### config.mk
export PLATFORM = sky130hd
export DESIGN_NAME = winwdt
export DESIGN_NICKNAME = d
export VERILOG_FILES = /design/src/rtl/winwdt_pkg.sv /design/src/rtl/winwdt_prescale.sv /design/src/rtl/winwdt_lock.sv /design/src/rtl/winwdt_down.sv /design/src/rtl/winwdt.sv
export SDC_FILE = /design/constraint.sdc
export NUM_CORES = 1
export LEC_CHECK = 0
export CAP_MARGIN = 10
export CORE_ASPECT_RATIO = 0.5
export CORE_MARGIN = 10
export CORE_UTILIZATION = 47
export CTS_BUF_LIST = sky130_fd_sc_hd__clkbuf_16
export DETAILED_ROUTE_END_ITERATION = 7
export MAX_ROUTING_LAYER = met4
export PLACE_DENSITY = 0.76
export SETUP_SLACK_MARGIN = 0.5
export SLEW_MARGIN = 20
export SYNTH_ARGS = -nofsm -noshare
export SYNTH_HDL_FRONTEND = slang
export SYNTH_SLANG_ARGS = --single-unit
### constraint.sdc
create_clock -name clk -period 2.2 [get_ports clk]
set_input_delay 0.55 -clock clk [delete_from_list [all_inputs] [get_ports clk]]
set_output_delay 0.55 -clock clk [all_outputs]
set_load 0.03 [all_outputs]
### src/rtl/winwdt_pkg.sv
package winwdt_pkg;
  localparam int CNT_W  = 12;
  localparam int DATA_W = 32;
  localparam int KEY_W  = 8;

  localparam logic [KEY_W-1:0] RESTART_KEY = 8'hA5;

  localparam logic [1:0] A_CTRL = 2'd0;
  localparam logic [1:0] A_MODE = 2'd1;
  localparam logic [1:0] A_STAT = 2'd2;

  // Bit positions of the mode word.
  localparam int RELOAD_LSB = 0;
  localparam int IRQ_BIT    = 12;
  localparam int RST_BIT    = 13;
  localparam int DIS_BIT    = 15;
  localparam int WIN_LSB    = 16;
  localparam int IDLE_BIT   = 28;
  localparam int DBG_BIT    = 29;
  localparam int KEY_LSB    = DATA_W - KEY_W;

  typedef struct packed {
    logic             dbg_en;
    logic             idle_en;
    logic [CNT_W-1:0] window;
    logic             dis;
    logic             rst_en;
    logic             irq_en;
    logic [CNT_W-1:0] reload;
  } mode_t;

  localparam mode_t MODE_RESET = '{
    dbg_en:  1'b0,
    idle_en: 1'b0,
    window:  {CNT_W{1'b1}},
    dis:     1'b1,
    rst_en:  1'b0,
    irq_en:  1'b0,
    reload:  {CNT_W{1'b1}}
  };

  function automatic mode_t mode_from_word(input logic [DATA_W-1:0] w);
    mode_t m;
    m.reload  = w[RELOAD_LSB +: CNT_W];
    m.irq_en  = w[IRQ_BIT];
    m.rst_en  = w[RST_BIT];
    m.dis     = w[DIS_BIT];
    m.window  = w[WIN_LSB +: CNT_W];
    m.idle_en = w[IDLE_BIT];
    m.dbg_en  = w[DBG_BIT];
    return m;
  endfunction

  function automatic logic [DATA_W-1:0] mode_to_word(input mode_t m);
    logic [DATA_W-1:0] w;
    w                        = '0;
    w[RELOAD_LSB +: CNT_W]   = m.reload;
    w[IRQ_BIT]               = m.irq_en;
    w[RST_BIT]               = m.rst_en;
    w[DIS_BIT]               = m.dis;
    w[WIN_LSB +: CNT_W]      = m.window;
    w[IDLE_BIT]              = m.idle_en;
    w[DBG_BIT]               = m.dbg_en;
    return w;
  endfunction
endpackage

### src/rtl/winwdt_prescale.sv
module winwdt_prescale #(
  parameter int DIV = 128
) (
  input  logic clk,
  input  logic rst,
  input  logic clr,
  input  logic step,
  output logic tick
);
  generate
    if (DIV <= 1) begin : g_direct
      assign tick = step;
    end else begin : g_div
      localparam int W = $clog2(DIV);
      logic [W-1:0] pre;
      logic         wrap;

      assign wrap = (pre == W'(DIV - 1));
      assign tick = step && wrap;

      always_ff @(posedge clk) begin
        if (rst || clr) begin
          pre <= '0;
        end else if (step) begin
          pre <= wrap ? '0 : pre + 1'b1;
        end
      end
    end
  endgenerate
endmodule

### src/rtl/winwdt_lock.sv
module winwdt_lock #(
  parameter int SLOW_N = 3
) (
  input  logic clk,
  input  logic rst,
  input  logic start,
  input  logic slow_en,
  output logic busy
);
  localparam int W = $clog2(SLOW_N + 1);
  logic [W-1:0] left;

  always_ff @(posedge clk) begin
    if (rst) begin
      left <= '0;
    end else if (start) begin
      left <= W'(SLOW_N);
    end else if (slow_en && left != '0) begin
      left <= left - 1'b1;
    end
  end

  assign busy = (left != '0);
endmodule

### src/rtl/winwdt_down.sv
module winwdt_down #(
  parameter int W = 12
) (
  input  logic         clk,
  input  logic         rst,
  input  logic         load,
  input  logic [W-1:0] load_val,
  input  logic [W-1:0] reload_val,
  input  logic         tick,
  output logic [W-1:0] cnt,
  output logic         underflow
);
  always_ff @(posedge clk) begin
    if (rst) begin
      cnt <= '1;
    end else if (load) begin
      cnt <= load_val;
    end else if (tick) begin
      cnt <= (cnt == '0) ? reload_val : cnt - 1'b1;
    end
  end

  assign underflow = tick && !load && (cnt == '0);
endmodule

### src/rtl/winwdt.sv
module winwdt
  import winwdt_pkg::*;
#(
  parameter int PRESCALE  = 128,
  parameter int LOCK_SLOW = 3
) (
  input  logic              clk,
  input  logic              rst,
  input  logic              slow_en,
  input  logic              wr_en,
  input  logic              rd_en,
  input  logic [1:0]        addr,
  input  logic [DATA_W-1:0] wdata,
  output logic [DATA_W-1:0] rdata,
  input  logic              idle_in,
  input  logic              dbg_in,
  output logic              fault_irq,
  output logic              reset_req
);
  mode_t             mode_q, mode_wr_val, mode_d;
  logic [DATA_W-1:0] mode_word_q;
  logic              lock_busy, key_ok, mode_hit, restart, win_err;
  logic              run, step, tick, underflow, stat_rd;
  logic [CNT_W-1:0]  cnt, load_val;
  logic [1:0]        sts_q, sts_d;

  assign mode_word_q = mode_to_word(mode_q);

  always_comb begin
    key_ok   = wr_en && (addr == A_CTRL) && !lock_busy
               && (wdata[KEY_LSB +: KEY_W] == RESTART_KEY) && wdata[0];
    mode_hit = wr_en && (addr == A_MODE) && !lock_busy;

    mode_wr_val = mode_from_word(wdata);
    if (mode_q.dis) begin
      mode_wr_val.reload = mode_q.reload;
      mode_wr_val.window = mode_q.window;
    end
    mode_d   = mode_hit ? mode_wr_val : mode_q;
    load_val = mode_hit ? mode_wr_val.reload : mode_q.reload;

    restart = key_ok || mode_hit;
    win_err = key_ok && !mode_q.dis && (cnt > mode_q.window);

    run  = !mode_q.dis
           && !(idle_in && mode_q.idle_en)
           && !(dbg_in && mode_q.dbg_en);
    step = slow_en && run;

    stat_rd = rd_en && (addr == A_STAT);
    sts_d   = (stat_rd ? 2'b00 : sts_q) | {win_err, underflow};
  end

  winwdt_prescale #(.DIV(PRESCALE)) i_pre (
    .clk  (clk),
    .rst  (rst),
    .clr  (restart),
    .step (step),
    .tick (tick)
  );

  winwdt_lock #(.SLOW_N(LOCK_SLOW)) i_lock (
    .clk     (clk),
    .rst     (rst),
    .start   (restart),
    .slow_en (slow_en),
    .busy    (lock_busy)
  );

  winwdt_down #(.W(CNT_W)) i_down (
    .clk        (clk),
    .rst        (rst),
    .load       (restart),
    .load_val   (load_val),
    .reload_val (mode_q.reload),
    .tick       (tick),
    .cnt        (cnt),
    .underflow  (underflow)
  );

  always_ff @(posedge clk) begin
    if (rst) begin
      mode_q    <= MODE_RESET;
      sts_q     <= 2'b00;
      fault_irq <= 1'b0;
      reset_req <= 1'b0;
      rdata     <= '0;
    end else begin
      mode_q    <= mode_d;
      sts_q     <= sts_d;
      fault_irq <= mode_d.irq_en && (sts_d != 2'b00);
      reset_req <= mode_d.rst_en && (sts_d != 2'b00);
      if (rd_en) begin
        case (addr)
          A_MODE:  rdata <= mode_word_q;
          A_STAT:  rdata <= {{(DATA_W-2){1'b0}}, sts_q};
          default: rdata <= '0;
        endcase
      end
    end
  end
endmodule

# After elaboration in Yosys (flattened, before gate mapping)
# Cells that the tools add are included.
[word_totals] ff_bits=86 latchBits=0 mem_bits_rw=0 romBits=0 input_bits=41 out_inout_bits=34 word_cells=69 memories=0
[op_classes] n_addsub=3 mul=0 n_div=0 n_lt_le_gt_ge=1 n_eq_ne=4 shifts=0 mux=11 bitwise=2 reduce_logical=34
[op_table] cell="12-bit two-way mux" count=5
[op_table] cell="30-bit case mux with 2 select lines" count=1
[op_table] cell="1-bit logical AND" count=20
[op_table] cell="14-bit two-way mux" count=1
[op_table] cell="12-bit > comparator" count=1
[op_table] cell="12-bit logical NOT" count=1
[op_table] cell="12-bit by 1-bit subtractor with 12-bit output (second input constant)" count=1
[op_table] cell="8-bit equality test (second input constant)" count=1
[op_table] cell="2-bit nonzero test" count=4
[op_table] cell="7-bit by 1-bit adder with 7-bit output (second input constant)" count=1
[op_table] cell="7-bit equality test (second input constant)" count=1
[op_table] cell="7-bit two-way mux" count=1
[op_table] cell="2-bit two-way mux" count=3
[op_table] cell="1-bit logical NOT" count=5
[op_table] cell="2-bit by 1-bit equality test with 1-bit output (second input constant)" count=1
[op_table] cell="2-bit equality test (second input constant)" count=1
[op_table] cell="2-bit logical NOT" count=1
[op_table] cell="1-bit logical OR" count=2
[op_table] cell="2-bit OR" count=1
[op_table] cell="2-bit AND reduction" count=1
[op_table] cell="2-bit by 1-bit subtractor with 2-bit output (second input constant)" count=1
[op_table] cell="1-bit NOT" count=1

# Logic depth before layout (Yosys ltp)
# Gate-level depths: netlist of run 1.
[depth] depth_word=12 ltp_mapped=9 ltp_nobuf=7

# Modules after synthesis
# Synthesis of run 1 repeated with hierarchy kept, for this count alone.
[unflattened] cells_unflattened=475 hier_area_um2=4225.3
[modules_own_cells] module="winwdt" instances=1 cells_per_inst=304 area_per_inst_um2=2820.2 seq_area_each_um2=1241.2
[modules_own_cells] module="winwdt_down" instances=1 cells_per_inst=115 area_per_inst_um2=935.9 seq_area_each_um2=240.2
[modules_own_cells] module="winwdt_prescale" instances=1 cells_per_inst=43 area_per_inst_um2=350.3 seq_area_each_um2=140.1
[modules_own_cells] module="winwdt_lock" instances=1 cells_per_inst=13 area_per_inst_um2=118.9 seq_area_each_um2=40.0

# Worst setup path before layout of run 1
# OpenSTA, ideal clock, no wires.
[synth_timing] path_type="reg2reg" startpoint="register i_down.cnt[4]" endpoint="register i_down.cnt[5]" setup_time_ps=117 arrival_time_ps=2172 required_time_ps=2083 slack_ps=-90 path_stages_with_launch=9 n_path_buf=3 synth_period_minus_slack_ps=2290 cell_sequence="dfxtp_1 > buf_6 > or4_4 > or4_1 > buf_2 > buf_2 > o2bb2ai_1 > nand2_1 > a32o_1"
[synth_via] elab_chain_cells=4 elab_cells_between_ends=5 cone_classes="add/sub: 1; mux: 3; reduce/logical: 1"
[synth_lines] element="from (decl)" line="winwdt_down.sv:10" text="output logic [W-1:0] cnt,"
[synth_lines] element="from (signal assigned)" line="winwdt_down.sv:17" text="cnt <= load_val;"
[synth_lines] element="from (signal assigned)" line="winwdt_down.sv:19" text="cnt <= (cnt == '0) ? reload_val : cnt - 1'b1;"
[synth_lines] element="12-bit by 1-bit subtractor with 12-bit output or 12-bit logical NOT (tied branches)" line="winwdt_down.sv:19"
[synth_lines] element="12-bit two-way mux (*)" line="winwdt_down.sv:19"
[synth_lines] element="12-bit two-way mux (*)" line="winwdt_down.sv:18" text="end else if (tick) begin"
[synth_lines] element="12-bit two-way mux (*)" line="winwdt_down.sv:16" text="end else if (load) begin"
# Mark *: on every way between the ends. The rest lies on a longest branch, timed or not. The select of a mux whose other input is x is not followed.
# A chain may end at the register's enable or synchronous reset.

# Final worst setup path of run 1
[layout_timing] startpoint="register i_down.cnt[1]" endpoint="register reset_req"
[layout_via] elab_chain_cells=5 elab_cells_between_ends=7 cone_classes="order compare: 1; bitwise: 1; reduce/logical: 5"
[layout_lines] element="12-bit > comparator or 12-bit logical NOT (tied branches)" line="winwdt.sv:43, winwdt_down.sv:23"
[layout_lines] element="1-bit logical AND, on equally long branches" line="winwdt.sv:43, winwdt_down.sv:23"
[layout_lines] element="2-bit OR (*)" line="winwdt.sv:51" text="sts_d = (stat_rd ? 2'b00 : sts_q) | {win_err, underflow};"
[layout_lines] element="2-bit nonzero test (*)" line="winwdt.sv:92" text="reset_req <= mode_d.rst_en && (sts_d != 2'b00);"
[layout_lines] element="1-bit logical AND (*)" line="winwdt.sv:92"
[layout_lines] element="to (signal assigned)" line="winwdt.sv:92"
[layout_lines] element="to (decl)" line="winwdt.sv:18" text="output logic reset_req"
# Mark *: on every way between the ends. The rest lies on a longest branch, timed or not.

==> flow_metrics.env, run 1 <==
export IMPL_status="finished, violations left"
export IMPL_violations="setup timing"
export IMPL_tritoncts="done"
export IMPL_num_nets_final=634
export IMPL_cts_sinks=83
export IMPL_cts_buffer_depth=2
export IMPL_worstPathRequired_ps=2480
export IMPL_synthesis_area_um2=3980
export IMPL_hpwl_um=8650
export IMPL_mostFrequentLayoutCell="dfxtp_1"
export IMPL_antenna_found_initial=0
export IMPL_layout_common_cells="78 x dfxtp_1, 58 x nand2_1, 48 x a21oi_1, 47 x nand3_1, 39 x dlygate4sd2_1"
export IMPL_io_buffer_count=70
export IMPL_fin_setup_tns_ps=-168
export IMPL_holdPathStages=2
export IMPL_r2r_slack_ps=-50
export IMPL_p_leak_nw=2.29
export IMPL_antenna_left=0
export IMPL_crit_reg2reg_launch="i_down.cnt[1]"
export IMPL_p_sw_mw=0.949
export IMPL_initial_core_util_pct=49.1
export IMPL_grt_pass1_wl_um=19200
export IMPL_seqPwrFrac_pct=42.7
export IMPL_dieArea_um2=12800
export IMPL_cp_max_fo=6
export IMPL_io_pin_count=75
export IMPL_async_flop_share_pct=0
export IMPL_setup_viol=6
export IMPL_drv_cap=0
export IMPL_clk_latency_ps=340
export IMPL_synth_cell_types=54
export IMPL_fillers=645
export IMPL_hold_start="rdata[21]"
export IMPL_p_comb_share_pct=15.4
export IMPL_clk_pin_slew_ps=60
export IMPL_crit_arrival_ps=2530
export IMPL_worstHoldPathType="flop to flop"
export IMPL_p_clk_share_pct=41.9
export IMPL_critPathCaptureType="flop"
export IMPL_synth_edf_count=0
export IMPL_place_ws_ps=-156
export IMPL_antenna_cells=0
export IMPL_gr_usage_all_layers_pct=19.2
export IMPL_yosys_most_used_dff="dfxtp_1"
export IMPL_p_int_mw=2.80
export IMPL_finalCritPeriodShare_pct=102
export IMPL_drive_above_1_share_pct=18.0
export IMPL_place_inst=671
export IMPL_start_kind="flop"
export IMPL_cts_max_level=3
export IMPL_hold_viol=0
export IMPL_multi_input_area_um2=2310
export IMPL_numCtsBuffers=9
export IMPL_fmax_mhz=445
export IMPL_globalplace_congestion=0.950
export IMPL_switching_share_pct=25.3
export IMPL_crit_type="flop to flop"
export IMPL_rsz0062_at_grt="true"
export IMPL_core_area_um2=8120
export IMPL_grt_pass1_vias=3759
export IMPL_dr_pass1_iters=5
export IMPL_vias=3911
export IMPL_routed_via_density=5.66
export IMPL_synth_seq_cells=83
export IMPL_postRouteWirelength_um=12000
export IMPL_num_rows=23
export IMPL_power_total_mw=3.75
export IMPL_drc=0
export IMPL_power_density_nw_per_um2=675
export IMPL_fin_ws_ps=-49.1
export IMPL_skew_ps=6.80
export IMPL_drt_initial_drc_count=297
export IMPL_syn_inst=479
export IMPL_ys_seq_area_share_pct=41.7
export IMPL_root_buffer="clkbuf_16"
export IMPL_holdPathEnd="rdata[21]"
export IMPL_chipWidth_um=150
export IMPL_timing_worst_slew_pin_value_ps=615
export IMPL_grt_max_degree=58
export IMPL_synth_area_per_cell_um2=8.32
export IMPL_wire_per_inst_um=17.4
export IMPL_ys_warn_count=0
export IMPL_syn_to_final_growth_pct=39.4
export IMPL_slew_viol_final=0
export IMPL_overflow=0
export IMPL_whs_ps=462
export IMPL_die_h_um=85.1
export IMPL_stdcell_count=691
export IMPL_max_vdd_ir_drop_mv=0.444
export IMPL_reg2reg_depth=7
export IMPL_relSlewSlack_pct=58.9
export IMPL_r2r_end="reset_req"
export IMPL_ff_latch_area_um2=1670
export IMPL_period_needed_ps=2250
==> worst max path at each step <==
stage               slack [ps]       endpoint          start
detailed placement        -160  i_down.cnt[6]        addr[0]
global route              -100       sts_q[0]  i_down.cnt[0]
finish                     -50      reset_req  i_down.cnt[1]
CTS                        -40      reset_req  i_down.cnt[0]
floorplan                  -20       sts_q[0]  i_down.cnt[4]
global placement          -140  i_down.cnt[6]        addr[0]
==> Yosys cell counts, types with 3 or more instances <==
cell        n  share of area [%]
and2_1      3               0.47
ha_1       19                6.0
a22o_1      3               0.66
nor3_1      7               0.88
nand3_1    49                6.2
buf_4       3               0.57
mux2i_1     3               0.75
dfxtp_1    83                 42
xor2_1      3               0.66
o2bb2ai_1   4               0.88
nand2_1    59                5.6
a32o_1      3               0.75
inv_1      20                1.9
buf_1       3               0.28
nor2_1     13                1.2
nand2b_1   29                4.6
clkbuf_1   24                2.3
buf_2       4               0.50
nand4_1     7                1.1
nor2b_1     4               0.63
and4b_1     4                1.0
a2bb2oi_1   6                1.3
a21o_1      3               0.57
o2111ai_1   3               0.66
o211ai_1   14                2.6
o21ai_0    19                2.4
and3_1      3               0.47
a21oi_1    48                6.0
==> area by class of cell <==
| type | count | share of cell area, % |
|---|---|---|
| clock buffer | 9 | 4.05 |
| multi-input combinational | 343 | 41.5 |
| inverter | 20 | 1.40 |
| timing repair buffer | 117 | 18.9 |
| tap | 112 | 2.52 |
| clock inverter | 7 | 1.53 |
| sequential | 83 | 30.1 |
==> critical path, cell delays in order, from the launching register on <==
cell     delay [ps]
dfxtp_2         330
inv_2            80
ha_4            130
or4b_4          470
or4_4           480
or3_4           390
o21ai_4         160
o21a_1          150
==> kinds of logic (layout without fill, tap and decap cells) <==
| logic type | Yosys count | in the layout | synth area share, % |
|---|---|---|---|
| and+or+nand+nor | 192 | 192 | 24.9 |
| xor gates and xnor gates | 5 | 5 | 1.10 |
| buffers and inverters | 55 | 153 | 5.78 |
| AOI/OAI and AO/OA | 119 | 119 | 19.1 |
| muxes | 5 | 5 | 1.32 |
| DFF | 83 | 83 | 41.7 |
| other | 1 | 3 | 0.0941 |
| adders and majority gates | 19 | 19 | 5.97 |
==> flip-flops by register name (all words and copies together) (netlist names) <==
name,count
mode_q,29
fault_irq,1
reset_req,1
sts_q,2
i_pre.g_div.pre,7
rdata,29
i_down.cnt,12
i_lock.left,2
==> per-stage QoR <==
stage	area, µm²	util [%]
6_report	5560	68.5
5_1_grt	5560	68.5
4_1_cts	5430	66.9
3_5_place_dp	5070	62.5
3_3_place_gp	5070	62.5
2_1_floorplan	4100	-
==> timing repair <==
action | 4_1_cts | 5_1_grt
resized for setup | 58 | 24
buffers inserted | 2 | 2
endpoints found under the setup margin | 72 | 33
pin swaps | 10 | 14
hold buffers | 0 | 0
==> power by group through the flow <==
stage          registers [mW]  logic (mW)  clock network (mW)
4_1_cts                  1.60       0.548                1.59
3_3_place_gp             1.63       0.536                   0
6_report                 1.60       0.577                1.57
5_1_grt                  1.61       0.628                1.66
3_5_place_dp             1.63       0.548                   0
2_1_floorplan            1.67       0.284                   0
==> per-layer routing <==
| layer | vias to the layer above | wire length [µm] | global-route usage, % |
|---|---|---|---|
| met5 | - | 0 | - |
| met3 | 20 | 967 | 5.67 |
| met1 | 1834 | 5450 | 24.1 |
| li1 | 1895 | - | - |
| met4 | 0 | 135 | 4.74 |
| met2 | 162 | 5470 | 29.7 |
Power figures use the tool's default switching activity.
==> run 2, diff against run 1 <==
Settings changed: CORE_ASPECT_RATIO 0.5 to 0.7.
==> run 2 against run 1 <==
  * The flow still finishes with violations (setup timing)
  * Sequential cell count unchanged
  * Sequential power is essentially flat
  * Via count is 0.77% higher
  * Sequential share of layout area shrank 0.17 points
  * Critical endpoint is now i_down.cnt[3]
  * Register-to-register slack gained 40 ps
  * Utilization increased by 1.1 points
  * Highest routed layer unchanged
==> flow_metrics.env, run 2 (same netlist as run 1, synthesis figures left out) <==
export IMPL_status="finished, violations left"
export IMPL_fin_ws_ps=-10.2
export IMPL_num_rows=27
export IMPL_core_area_um2=8040
export IMPL_p_clk_share_pct=39.5
export IMPL_syn_to_final_growth_pct=40.4
export IMPL_drive_above_1_share_pct=19.7
export IMPL_numCtsBuffers=9
export IMPL_p_sw_mw=0.978
export IMPL_timing_worst_slew_pin_value_ps=504
export IMPL_power_density_nw_per_um2=663
export IMPL_hpwl_um=9020
export IMPL_whs_ps=461
export IMPL_p_int_mw=2.73
export IMPL_switching_share_pct=26.4
export IMPL_period_needed_ps=2210
export IMPL_cp_cell_sequence="inv_2 -> ha_1 -> or4b_4 -> or4_4 -> buf_12 -> mux2_2 -> nand3_2 -> o2111ai_1"
export IMPL_postRouteWirelength_um=12300
export IMPL_cp_slowest_stage_delay_ps=470
export IMPL_design_area_um2=5590
export IMPL_dieArea_um2=12600
export IMPL_clk_latency_ps=350
export IMPL_crit_reg2reg_launch="i_down.cnt[0]"
export IMPL_routed_via_density=5.75
export IMPL_worstHoldPathType="flop to flop"
export IMPL_gr_usage_all_layers_pct=20.1
export IMPL_crit_arrival_ps=2420
export IMPL_rsz0062_at_grt="true"
export IMPL_cp_startpoint="i_down.cnt[0]"
export IMPL_globalplace_congestion=0.941
export IMPL_grt_max_degree=59
export IMPL_antenna_cells=0
export IMPL_grt_pass1_wl_um=20000
export IMPL_io_pin_count=75
export IMPL_fin_setup_tns_ps=-10.2
export IMPL_grt_pass1_vias=3887
export IMPL_p_comb_share_pct=17.3
export IMPL_cp_max_fo=13
export IMPL_place_area_um2=5110
export IMPL_fmax_mhz=452
export IMPL_dr_pass1_iters=5
export IMPL_ctsHoldBuffers=0
export IMPL_cts_buffer_depth=2
export IMPL_antenna_left=0
export IMPL_drc=0
export IMPL_critPathCaptureType="flop"
export IMPL_violations="setup timing"
export IMPL_r2r_end="i_down.cnt[3]"
export IMPL_skew_ps=6.27
export IMPL_drt_initial_drc_count=401
export IMPL_io_buffer_count=70
export IMPL_num_nets_final=639
export IMPL_slew_viol_final=0
export IMPL_relSlewSlack_pct=66.4
export IMPL_cts_sinks=83
export IMPL_seqPwrFrac_pct=43.2
export IMPL_holdPathStages=2
export IMPL_reg2reg_depth=8
export IMPL_finalCritPeriodShare_pct=100
export IMPL_mostFrequentLayoutCell="dfxtp_1"
export IMPL_antenna_found_initial=0
export IMPL_p_leak_nw=2.34
export IMPL_start_kind="flop"
export IMPL_cts_max_level=3
export IMPL_cp_endpoint="i_down.cnt[3]"
export IMPL_max_vdd_ir_drop_mv=0.413
export IMPL_drv_cap=0
export IMPL_setup_viol=1
export IMPL_final_util_pct=69.5
export IMPL_wire_per_inst_um=18.0
export IMPL_die_h_um=97.0
export IMPL_r2r_slack_ps=-10
export IMPL_overflow=0
export IMPL_slowest_stage="or4_4"
export IMPL_hold_viol=0
export IMPL_crit_type="flop to flop"
export IMPL_reg_largest_list="mode_q: 29 flops, rdata: 29 flops, i_down.cnt: 12 flops"
export IMPL_clk_pin_slew_ps=60
export IMPL_tritoncts="done"
export IMPL_root_buffer="clkbuf_16"
export IMPL_initial_core_util_pct=49.5
export IMPL_worstPathRequired_ps=2410
export IMPL_chipWidth_um=130
export IMPL_vias=3941
export IMPL_layout_common_cells="77 x dfxtp_1, 58 x nand2_1, 47 x nand3_1, 45 x a21oi_1, 41 x buf_4"
run 2: what timing repair did:
action,CTS,global route
pin swaps,9,8
gates cloned,2,0
endpoints found under the hold margin,0,0
setup endpoints to repair,84,27
resized for setup,71,25
setup buffers,3,1
run 2: worst min path at each step:
stage	startpoint	to	slack [ps]
3_3_place_gp	rdata[28]	rdata[28]	460
4_1_cts	rdata[12]	rdata[12]	460
3_5_place_dp	rdata[12]	rdata[12]	460
6_report	rdata[12]	rdata[12]	460
2_1_floorplan	i_pre.g_div.pre[1]	i_pre.g_div.pre[1]	450
5_1_grt	rdata[11]	rdata[11]	480
run 2: cell type report:
cell class	count	area, µm²
flip-flops and latches	83	1670
inverters	20	75.1
fillers	649	2450
multi-input cells	343	2310
repair buffers	122	1120
clock buffers	9	225
clock inverters	7	60.1
well taps	101	126
run 2: power by group through the flow:
stage          logic, mW  registers [mW]  clock network [mW]
6_report           0.641            1.60                1.46
5_1_grt            0.696            1.61                1.56
4_1_cts            0.601            1.60                1.48
3_5_place_dp       0.562            1.63                   0
3_3_place_gp       0.542            1.63                   0
2_1_floorplan      0.284            1.67                   0
run 2: metrics by stage:
step / power [mW] / setup slack [ps] / instances
final: 3.71 / -10.2 / 685
after global routing: 3.86 / -84.2 / 685
after CTS: 3.68 / -9.53 / 684
after detailed placement: 2.19 / -172 / 663
after global placement: 2.17 / -156 / 663
after floorplan: 1.95 / -22.8 / 481
run 2: worst max-delay path: cells and delay by family, from the launching register on:
family                   cells  cell delay (ps)
AO/OA/AOI/OAI                1              100
adder cells (fa/ha/maj)      1              120
buffers and inverters        2              230
flip-flops                   1              340
multiplexers                 1              280
AND/OR/NAND/NOR              3              990
run 2: per-layer routing:
metal / routed length (µm) / vias to the layer above / track usage, %
li1: - / 1899 / -
met1: 5550 / 1841 / 26.4
met2: 5560 / 177 / 29.8
met3: 1010 / 24 / 5.28
met4: 195 / 0 / 5.65
met5: 0 / - / -
==> run 3, diff against run 2 <==
Settings changed: CORE_UTILIZATION 47 to 48, PLACE_DENSITY 0.76 to 0.77, SYNTH_HIERARCHICAL from default to 1.
==> run 3 against run 2 <==
  * The flow now finishes without violations
  * Critical path depth increased by 2
  * Critical endpoint is now i_down/cnt[1]
  * Highest routed layer unchanged
  * Combinational power decreased by 9.2%
  * Die area increased by 3.1%
==> flow_metrics.env, run 3 <==
export IMPL_async_flop_share_pct=0
export IMPL_place_inst=671
export IMPL_grt_max_degree=53
export IMPL_r2r_end="i_down/cnt[1]"
export IMPL_ys_seq_area_share_pct=39.3
export IMPL_holdPathEnd="rdata[29]"
export IMPL_hpwl_um=8410
export IMPL_root_buffer="clkbuf_16"
export IMPL_synthesis_area_um2=4230
export IMPL_cts_sinks=83
export IMPL_fmax_mhz=495
export IMPL_ctsHoldBuffers=0
export IMPL_cts_buffer_depth=2
export IMPL_period_needed_ps=2020
export IMPL_crit_arrival_ps=2250
export IMPL_overflow=0
export IMPL_worstPathRequired_ps=2430
export IMPL_holdPathStages=2
export IMPL_r2r_slack_ps=180
export IMPL_routed_via_density=5.56
export IMPL_power_density_nw_per_um2=626
export IMPL_synth_area_leader_cell="dfxtp_1"
export IMPL_grt_pass1_vias=3831
export IMPL_timing_worst_slew_pin_value_ps=556
export IMPL_ys_warn_count=6
export IMPL_skew_ps=6.98
export IMPL_postRouteWirelength_um=12200
export IMPL_whs_ps=463
export IMPL_wire_per_inst_um=17.3
export IMPL_fin_ws_ps=180
export IMPL_fin_setup_tns_ps=0
export IMPL_synth_edf_count=0
export IMPL_layout_common_cells="81 x dfxtp_1, 40 x dlygate4sd2_1, 38 x buf_4, 35 x a21oi_1, 33 x nand3_1"
export IMPL_hold_viol=0
export IMPL_cp_cell_sequence="inv_2 -> ha_4 -> inv_4 -> nand3b_1 -> nor2_8 -> buf_4 -> mux2_4 -> a21oi_2 -> o31a_1 -> o31ai_1"
export IMPL_initial_core_util_pct=49.6
export IMPL_globalplace_congestion=0.908
export IMPL_io_pin_count=75
export IMPL_num_nets_final=641
export IMPL_synthTopCellsByCount="83 x dfxtp_1, 41 x a21oi_1, 34 x nand3_1"
export IMPL_cts_max_level=3
export IMPL_syn_inst=475
export IMPL_drt_initial_drc_count=266
export IMPL_stdcell_count=706
export IMPL_relSlewSlack_pct=62.9
export IMPL_status="completed"
export IMPL_yosys_most_used_dff="dfxtp_1"
export IMPL_cp_max_fo=6
export IMPL_vias=3924
export IMPL_num_rows=28
export IMPL_synth_cell_types=69
export IMPL_rsz0062_at_grt="true"
export IMPL_reg_largest_list="mode_q: 29 flops, rdata: 29 flops, i_down/cnt: 12 flops"
export IMPL_final_util_pct=70.9
export IMPL_syn_to_final_growth_pct=42.8
export IMPL_gr_usage_all_layers_pct=18.6
export IMPL_antenna_cells=0
export IMPL_slowest_stage="dfxtp_2"
export IMPL_crit_reg2reg_launch="i_lock/left[0]"
export IMPL_drc=0
export IMPL_yosysTopAreaCellShare_pct=39.3
export IMPL_setup_viol=0
export IMPL_synthTopCellsByArea="dfxtp_1 39%, ha_1 5.6%, a21oi_1 4.9%"
export IMPL_crit_family="simple AND/OR/NAND/NOR gates"
export IMPL_grt_pass1_wl_um=19300
export IMPL_start_kind="flop"
export IMPL_reg2reg_depth=10
export IMPL_antenna_left=0
export IMPL_p_leak_nw=2.66
export IMPL_dr_pass1_iters=5
export IMPL_numCtsBuffers=9
export IMPL_worstHoldPathType="flop to flop"
export IMPL_power_total_mw=3.78
export IMPL_antenna_found_initial=0
export IMPL_die_h_um=98.5
export IMPL_finalCritPeriodShare_pct=91.8
export IMPL_clk_latency_ps=340
export IMPL_clk_pin_slew_ps=60
export IMPL_slew_viol_final=0
export IMPL_drv_cap=0
export IMPL_place_ws_ps=-495
export IMPL_synth_area_per_cell_um2=8.90
export IMPL_io_buffer_count=70
export IMPL_critPathCaptureType="flop"
export IMPL_chipWidth_um=132
export IMPL_drive_above_1_share_pct=26.6
export IMPL_place_area_um2=5260
export IMPL_core_area_um2=8510
export IMPL_yosysMostFrequentCell="dfxtp_1"
export IMPL_design_area_um2=6030
export IMPL_cp_slowest_stage_delay_ps=330
export IMPL_max_vdd_ir_drop_mv=0.406
export IMPL_crit_type="flop to flop"
export IMPL_hold_start="rdata[29]"
export IMPL_synth_seq_cells=83
export IMPL_crit_buf_inv=3
export IMPL_dieArea_um2=13000
export IMPL_tritoncts="done"
export IMPL_mostFrequentLayoutCell="dfxtp_1"
==> run 3: changes by cell type in the layout (fill, tap and decap cells not counted), moves of 6 or more <==
cell / delta
nand2_1: -46
nand3_1: -14
a211o_1: +13
o211ai_1: -13
a211oi_2: +11
nor2_1: +11
a21oi_1: -10
mux2_4: +10
inv_1: +7
or2_2: +7
a2bb2oi_1: -6
o21ai_1: +6
==> run 3: worst reg2reg max path: stages, from the launching register on <==
cell,delay [ps]
dfxtp_2,330
inv_2,70
ha_4,160
inv_4,40
nand3b_1,270
nor2_8,250
buf_4,150
mux2_4,300
a21oi_2,140
o31a_1,130
o31ai_1,60
==> run 3: layout make-up <==
type                       count  area, µm²
clock buffer                   9        225
clock inverter                 7       86.3
fill                         657       2480
inverter                      24        105
multi-input combinational    338       2620
sequential                    83       1660
tap                          120        150
timing repair buffer         125       1190
==> run 3: layer usage <==
| metal | up-vias | GRT usage (%) | part of all wire [%] |
|---|---|---|---|
| met1 | 1881 | 23.0 | 47 |
| met3 | 15 | 5.73 | 6.2 |
| met5 | - | - | 0 |
| li1 | 1906 | - | - |
| met4 | 0 | 5.37 | 1.3 |
| met2 | 122 | 28.7 | 46 |
==> run 3: cell families after synthesis <==
| family | synth area share [%] |
|---|---|
| XOR/XNOR | 1.04 |
| buffers and inverters | 6.81 |
| other | 0.0888 |
| AND/OR/NAND/NOR | 24.6 |
| multiplexers | 5.21 |
| AO/OA/AOI/OAI | 17.3 |
| adder cells (fa/ha/maj) | 5.63 |
| flip-flops | 39.3 |
==> run 3: power breakdown <==
part	switching, mW	total, mW	internal [mW]
combinational	0.301	0.582	0.281
clock	0.607	1.59	0.982
sequential	0.0561	1.61	1.55
total	0.964	3.78	2.82
==> run 3: worst max path at each step <==
stage,from,to,slack (ps),depth (start not counted)
4_1_cts,i_lock/left[1],i_down/cnt[8],200,9
3_3_place_gp,addr[1],i_down/cnt[2],-480,10
5_1_grt,i_lock/left[0],i_down/cnt[8],80,9
6_report,i_lock/left[0],i_down/cnt[1],180,10
3_5_place_dp,addr[1],i_down/cnt[2],-490,10
2_1_floorplan,addr[1],i_down/cnt[8],90,10
==> run 3: what timing repair did <==
item / in CTS / in global routing
setup endpoints to repair: 87 / 49
setup buffers: 12 / 5
pin swaps: 23 / 24
gates cloned: 1 / 1
gates resized for setup: 116 / 27
